==> src/rtl/bpu_pkg.sv <==
package bpu_pkg;

    typedef enum logic [1:0] {
        PK_NONE = 2'd0,
        PK_DATA = 2'd1,
        PK_ADDR = 2'd2,
        PK_SPEC = 2'd3
    } phase_kind_e;

    typedef struct packed {
        logic par;
        logic oe;
    } gen_state_s;

    typedef struct packed {
        phase_kind_e kind;
        logic        exp_par;
    } chk_state_s;

    typedef struct packed {
        logic perr_n;
        logic serr_pull;
        logic perr_flag;
        logic serr_flag;
    } rep_state_s;

endpackage

==> src/rtl/bpu_xor_tree.sv <==
module bpu_xor_tree #(
    parameter int N = 36
) (
    input  logic [N-1:0] bits_i,
    output logic         par_o
);
    localparam int LVL   = (N > 1) ? $clog2(N) : 1;
    localparam int LEAVES = 1 << LVL;
    localparam int NODES  = 2 * LEAVES - 1;

    logic node [NODES];

    generate
        for (genvar i = 0; i < LEAVES; i++) begin : g_leaf
            if (i < N) begin : g_real
                assign node[LEAVES-1+i] = bits_i[i];
            end else begin : g_pad
                assign node[LEAVES-1+i] = 1'b0;
            end
        end
        for (genvar j = 0; j < LEAVES - 1; j++) begin : g_inner
            assign node[j] = node[2*j+1] ^ node[2*j+2];
        end
    endgenerate

    assign par_o = node[0];
endmodule

==> src/rtl/bpu_gen.sv <==
module bpu_gen
    import bpu_pkg::*;
(
    input  logic clk,
    input  logic rst_n,
    input  logic lane_par_i,
    input  logic drive_i,
    output logic par_o,
    output logic par_oe_o
);
    gen_state_s st_d, st_q;

    always_comb begin
        st_d     = st_q;
        st_d.par = lane_par_i;
        st_d.oe  = drive_i;
    end

    always_ff @(posedge clk) begin
        if (!rst_n) st_q <= '0;
        else        st_q <= st_d;
    end

    assign par_o    = st_q.par;
    assign par_oe_o = st_q.oe;

    p_oe_idle_r2: assert property (@(posedge clk) disable iff (!rst_n)
        !drive_i |=> !par_oe_o);
endmodule

==> src/rtl/bpu_chk.sv <==
module bpu_chk
    import bpu_pkg::*;
(
    input  logic clk,
    input  logic rst_n,
    input  logic lane_par_i,
    input  logic par_i,
    input  logic addr_phase_i,
    input  logic rx_data_i,
    input  logic irdy_n_i,
    input  logic trdy_n_i,
    input  logic special_i,
    output logic data_err_o,
    output logic sys_err_o
);
    chk_state_s st_d, st_q;
    logic       done_phase;
    logic       mismatch;

    assign done_phase = rx_data_i && !irdy_n_i && !trdy_n_i;

    always_comb begin
        st_d         = st_q;
        st_d.exp_par = lane_par_i;
        if (addr_phase_i)    st_d.kind = PK_ADDR;
        else if (done_phase) st_d.kind = special_i ? PK_SPEC : PK_DATA;
        else                 st_d.kind = PK_NONE;
    end

    always_ff @(posedge clk) begin
        if (!rst_n) st_q <= '{kind: PK_NONE, exp_par: 1'b0};
        else        st_q <= st_d;
    end

    assign mismatch   = (st_q.kind != PK_NONE) && (par_i != st_q.exp_par);
    assign data_err_o = mismatch && (st_q.kind == PK_DATA);
    assign sys_err_o  = mismatch && (st_q.kind == PK_ADDR || st_q.kind == PK_SPEC);

    p_class_excl_r6: assert property (@(posedge clk) disable iff (!rst_n)
        !(data_err_o && sys_err_o));
    p_unready_skip_r4: assert property (@(posedge clk) disable iff (!rst_n)
        (!addr_phase_i && (irdy_n_i || trdy_n_i)) |=> !data_err_o && !sys_err_o);
    p_special_route_r6: assert property (@(posedge clk) disable iff (!rst_n)
        (!addr_phase_i && done_phase && special_i) |=> !data_err_o);
endmodule

==> src/rtl/bpu_report.sv <==
module bpu_report
    import bpu_pkg::*;
(
    input  logic clk,
    input  logic rst_n,
    input  logic data_err_i,
    input  logic sys_err_i,
    input  logic perr_en_i,
    input  logic serr_en_i,
    input  logic clr_perr_i,
    input  logic clr_serr_i,
    output logic perr_n_o,
    output logic serr_pull_o,
    output logic perr_flag_o,
    output logic serr_flag_o
);
    rep_state_s st_d, st_q;

    always_comb begin
        st_d           = st_q;
        st_d.perr_n    = !(data_err_i && perr_en_i);
        st_d.serr_pull = sys_err_i && serr_en_i;
        if (data_err_i)      st_d.perr_flag = 1'b1;
        else if (clr_perr_i) st_d.perr_flag = 1'b0;
        if (sys_err_i)       st_d.serr_flag = 1'b1;
        else if (clr_serr_i) st_d.serr_flag = 1'b0;
    end

    always_ff @(posedge clk) begin
        if (!rst_n) st_q <= '{perr_n: 1'b1, serr_pull: 1'b0, perr_flag: 1'b0, serr_flag: 1'b0};
        else        st_q <= st_d;
    end

    assign perr_n_o    = st_q.perr_n;
    assign serr_pull_o = st_q.serr_pull;
    assign perr_flag_o = st_q.perr_flag;
    assign serr_flag_o = st_q.serr_flag;

    p_perr_cause_r3: assert property (@(posedge clk) disable iff (!rst_n)
        $fell(perr_n_o) |-> $past(data_err_i));
    p_serr_cause_r5: assert property (@(posedge clk) disable iff (!rst_n)
        serr_pull_o |-> $past(sys_err_i));
    p_gate_r8: assert property (@(posedge clk) disable iff (!rst_n)
        (!perr_en_i && !serr_en_i) |=> perr_n_o && !serr_pull_o);
    p_set_wins_r9: assert property (@(posedge clk) disable iff (!rst_n)
        data_err_i |=> perr_flag_o);
    p_flag_drop_r9: assert property (@(posedge clk) disable iff (!rst_n)
        $fell(serr_flag_o) |-> $past(clr_serr_i));
    p_pulse_r7: assert property (@(posedge clk) disable iff (!rst_n)
        (serr_pull_o && !sys_err_i) |=> !serr_pull_o);
endmodule

==> src/rtl/bus_parity_unit.sv <==
module bus_parity_unit #(
    parameter int AD_W  = 32,
    parameter int CBE_W = 4
) (
    input  logic             clk,
    input  logic             rst_n,
    input  logic [AD_W-1:0]  ad_i,
    input  logic [CBE_W-1:0] cbe_i,
    input  logic             par_i,
    input  logic             drive_i,
    input  logic             addr_phase_i,
    input  logic             rx_data_i,
    input  logic             irdy_n_i,
    input  logic             trdy_n_i,
    input  logic             special_i,
    input  logic             perr_en_i,
    input  logic             serr_en_i,
    input  logic             clr_perr_i,
    input  logic             clr_serr_i,
    output logic             par_o,
    output logic             par_oe_o,
    output logic             perr_n_o,
    output logic             serr_pull_o,
    output logic             perr_flag_o,
    output logic             serr_flag_o
);
    localparam int LANES = AD_W + CBE_W;

    logic lane_par;
    logic data_err;
    logic sys_err;

    bpu_xor_tree #(.N(LANES)) u_tree (
        .bits_i ({ad_i, cbe_i}),
        .par_o  (lane_par)
    );

    bpu_gen u_gen (
        .clk        (clk),
        .rst_n      (rst_n),
        .lane_par_i (lane_par),
        .drive_i    (drive_i),
        .par_o      (par_o),
        .par_oe_o   (par_oe_o)
    );

    bpu_chk u_chk (
        .clk          (clk),
        .rst_n        (rst_n),
        .lane_par_i   (lane_par),
        .par_i        (par_i),
        .addr_phase_i (addr_phase_i),
        .rx_data_i    (rx_data_i),
        .irdy_n_i     (irdy_n_i),
        .trdy_n_i     (trdy_n_i),
        .special_i    (special_i),
        .data_err_o   (data_err),
        .sys_err_o    (sys_err)
    );

    bpu_report u_rep (
        .clk         (clk),
        .rst_n       (rst_n),
        .data_err_i  (data_err),
        .sys_err_i   (sys_err),
        .perr_en_i   (perr_en_i),
        .serr_en_i   (serr_en_i),
        .clr_perr_i  (clr_perr_i),
        .clr_serr_i  (clr_serr_i),
        .perr_n_o    (perr_n_o),
        .serr_pull_o (serr_pull_o),
        .perr_flag_o (perr_flag_o),
        .serr_flag_o (serr_flag_o)
    );

    p_even_total_r1: assert property (@(posedge clk) disable iff (!rst_n)
        1'b1 |=> ((^$past({ad_i, cbe_i})) ^ par_o) == 1'b0);
    p_oe_follow_r2: assert property (@(posedge clk) disable iff (!rst_n)
        drive_i |=> par_oe_o);
    p_reset_quiet_r10: assert property (@(posedge clk)
        !rst_n |=> !par_oe_o && perr_n_o && !serr_pull_o && !perr_flag_o && !serr_flag_o);
endmodule

==> config.mk <==
export PLATFORM = sky130hd
export DESIGN_NAME = bus_parity_unit
export DESIGN_NICKNAME = d
export VERILOG_FILES = /design/src/rtl/bpu_pkg.sv /design/src/rtl/bpu_xor_tree.sv /design/src/rtl/bpu_gen.sv /design/src/rtl/bpu_chk.sv /design/src/rtl/bpu_report.sv /design/src/rtl/bus_parity_unit.sv
export SDC_FILE = /design/constraint.sdc
export NUM_CORES = 1
export LEC_CHECK = 0
export ABC_AREA = 1
export BUFFER_PORTS_ARGS = -buffer_cell sky130_fd_sc_hd__buf_4
export CELL_PAD_IN_SITES_DETAIL_PLACEMENT = 0
export CELL_PAD_IN_SITES_GLOBAL_PLACEMENT = 2
export CORE_MARGIN = 1
export CORE_UTILIZATION = 21
export DETAILED_ROUTE_END_ITERATION = 6
export GPL_TIMING_DRIVEN = 0
export PLACE_DENSITY = 0.91
export SYNTH_ARGS = -nofsm -noshare
export SYNTH_HDL_FRONTEND = slang
export SYNTH_HIERARCHICAL = 1
export SYNTH_SLANG_ARGS = --single-unit
==> constraint.sdc <==
create_clock -name clk -period 1.7 [get_ports clk]
set_input_delay 0.255 -clock clk [delete_from_list [all_inputs] [get_ports clk]]
set_output_delay 0.255 -clock clk [all_outputs]
set_load 0.02 [all_outputs]
==> metrics.csv <==
metric,value,unit
syn_to_final_growth,49.77,%
drive_above_1_share,25.45,%
hold_class,in -> reg,
insertion_delay,0.23,ns
place.gp.congestion,0.6428,
drv_cap,0,
synth_compound_area_share,0,%
clk_pin_slew,0.04,ns
io_buffers,54,
setup_viol,0,
fin_crit_sh,67.88,%
cts_buffers,3,
slew_viol_final,0,
start_util,22.29,%
dpl-instance-area,1563,um2
cp.required,1.83,ns
numClockSinks,9,
clk_path_buf_depth,2,
path_max_fanout,2,
whs,0.1863,ns
cts_htree_levels,1,
powerDensity,541.0,nW/um2
ys_seq_area_share,16.78,%
fmax,0.8666,GHz
p_leak,0.001039,uW
synth_mux_area_share,0,%
ys_ff_latch,9,
drtIter0Drc,14,
worstSetupStartpointType,primary input,
synth_cell_types,12,
root_buffer,clkbuf_8,
ys_warn_count,6,
grt_usage,8.630,%
outcome,completed,
worstPathArrival,1.28,ns
grt_pass1_wl,3.850,mm
layout_commonest_cell,nand2_1,
routed-via-count,1281,
layout_common_cells,"nand2_1 (135), buf_4 (54), inv_1 (34)",
peakVddDrop,0.1770,mV
wl_per_cell,6.310,um
die_w,73.50,um
yosys.area_share.xor_xnor,12.12,%
syn_avg_cell_area,4.947,um2
skew,0.001068,ns
drt-pass1-iter-count,4,
diodes,0,
core_region_area,4817,um2
first_global_vias,1094,
fin_crit,1.154,ns
cts.repair.resized,0,
crit_path_end_kind,register,
synth_top_family_by_area,simple AND/OR/NAND/NOR gates,
nets,325,
slew_headroom,86.09,%
synthAdderAreaFrac,0,%
die_h,73.50,um
syn_inst,217,
routed_wl,2.158,mm
crit_type,in -> reg,
drc_errors,0,
tightestPinTransition,0.2076,ns
grt_max_degree,11,
die-area,5402,um2
post_cts_buffers,0,
synthSimpleGateAreaFrac,57.81,%
cts_tree,built,
grt_overflow,0,
fin_tns_setup,0,ns
vias_per_cell,3.746,
rsz0062_at_grt,false,
holdBufCountCts,0,
final-hold-violation-count,0,
dpl.hpwl,1.930,mm
ant_nets,0,
antenna_found_initial,0,
fp-row-count,25,
synth_fp_nets,266,
fillers,566,
io-pin-count,55,
synth.cell_area,1074,um2
postLayoutCellArea,1608,um2
## stage by stage
step	instances	worst slack (ns)	utilization (%)	total power, uW
floorplan	217	0.5574	-	477.3
global placement	338	0.2950	32.44	634.1
detailed placement	338	0.2941	32.44	636.7
CTS	342	0.5361	33.38	883.9
global route	342	0.2924	33.38	956.7
finish	342	0.5460	33.38	869.8
## report_power, final
| group | internal (uW) | leakage [uW] | switching (uW) |
|---|---|---|---|
| registers | 231 | 0.0000738 | 5.32 |
| clock network | 163 | 0.0000228 | 79.6 |
| logic | 187 | 0.000942 | 205 |
## final cells by class
class                   count  area (um2)  area share, %
clock buffers               4       45.04          2.802
repair buffers             54       405.4          25.21
multi-input cells         170       750.7          46.69
well taps                  67       83.83          5.214
flip-flops and latches      9       180.2          11.21
inverters                  38       142.6          8.872
## flip-flops by register name, summed over array words and instances, names as in the netlist
name and cells:
u_chk/st_q 3, u_gen/par_o 1, u_gen/par_oe_o 1, u_rep/perr_flag_o 1, u_rep/perr_n_o 1, u_rep/serr_flag_o 1, u_rep/serr_pull_o 1
## critical path, stage by stage
cell,delay [ns]
buf_4,0.11
nor2_1,0.13
inv_1,0.05
nand2_1,0.08
nand2_1,0.05
nand2_1,0.05
nand2_1,0.04
nand2_1,0.09
nand3_1,0.07
nand2_1,0.09
inv_1,0.04
nand2_1,0.05
nand2_1,0.06
nand2_1,0.06
inv_1,0.03
## logic make-up after synthesis
kind of cell / Yosys count
xor gates and xnor gates: 14
buffers and inverters: 38
and+or+nand+nor: 156
DFF: 9
## worst paths after layout
path                                         end                      startpoint  slack [ns]  cells after the start
setup reg to reg  u_rep/serr_flag_o$_SDFFE_PN0P_        u_chk/st_q[0]$_SDFF_PN0_        0.92                      4
hold reg to reg   u_rep/serr_flag_o$_SDFFE_PN0P_  u_rep/serr_flag_o$_SDFFE_PN0P_        0.46                      2
hold / removal          u_chk/st_q[1]$_SDFF_PP0_                    addr_phase_i        0.19                      2
setup / recovery        u_chk/st_q[0]$_SDFF_PN0_                         ad_i[5]        0.55                     15
## cell usage after synthesis
cell,instances,area (um2)
nor2_1,5,18.77
nand2_2,3,18.77
inv_1,34,127.6
dfxtp_1,9,180.2
nor2_2,4,25.02
nor2_4,1,11.26
inv_2,4,15.01
xnor2_1,7,61.31
nand3_1,8,40.04
xor2_1,6,52.55
xnor2_2,1,16.27
nand2_1,135,506.7
## layer usage
metal  GRT usage (%)  vias to the layer above  share of wire (%)
li1                -                      737                  -
met1           9.909                      506                 46
met2           15.80                       34                 46
met3           1.509                        4                6.5
met4           3.205                        0                1.3
met5               0                        -                  0
Note: power is estimated with default switching activity, not from simulation.
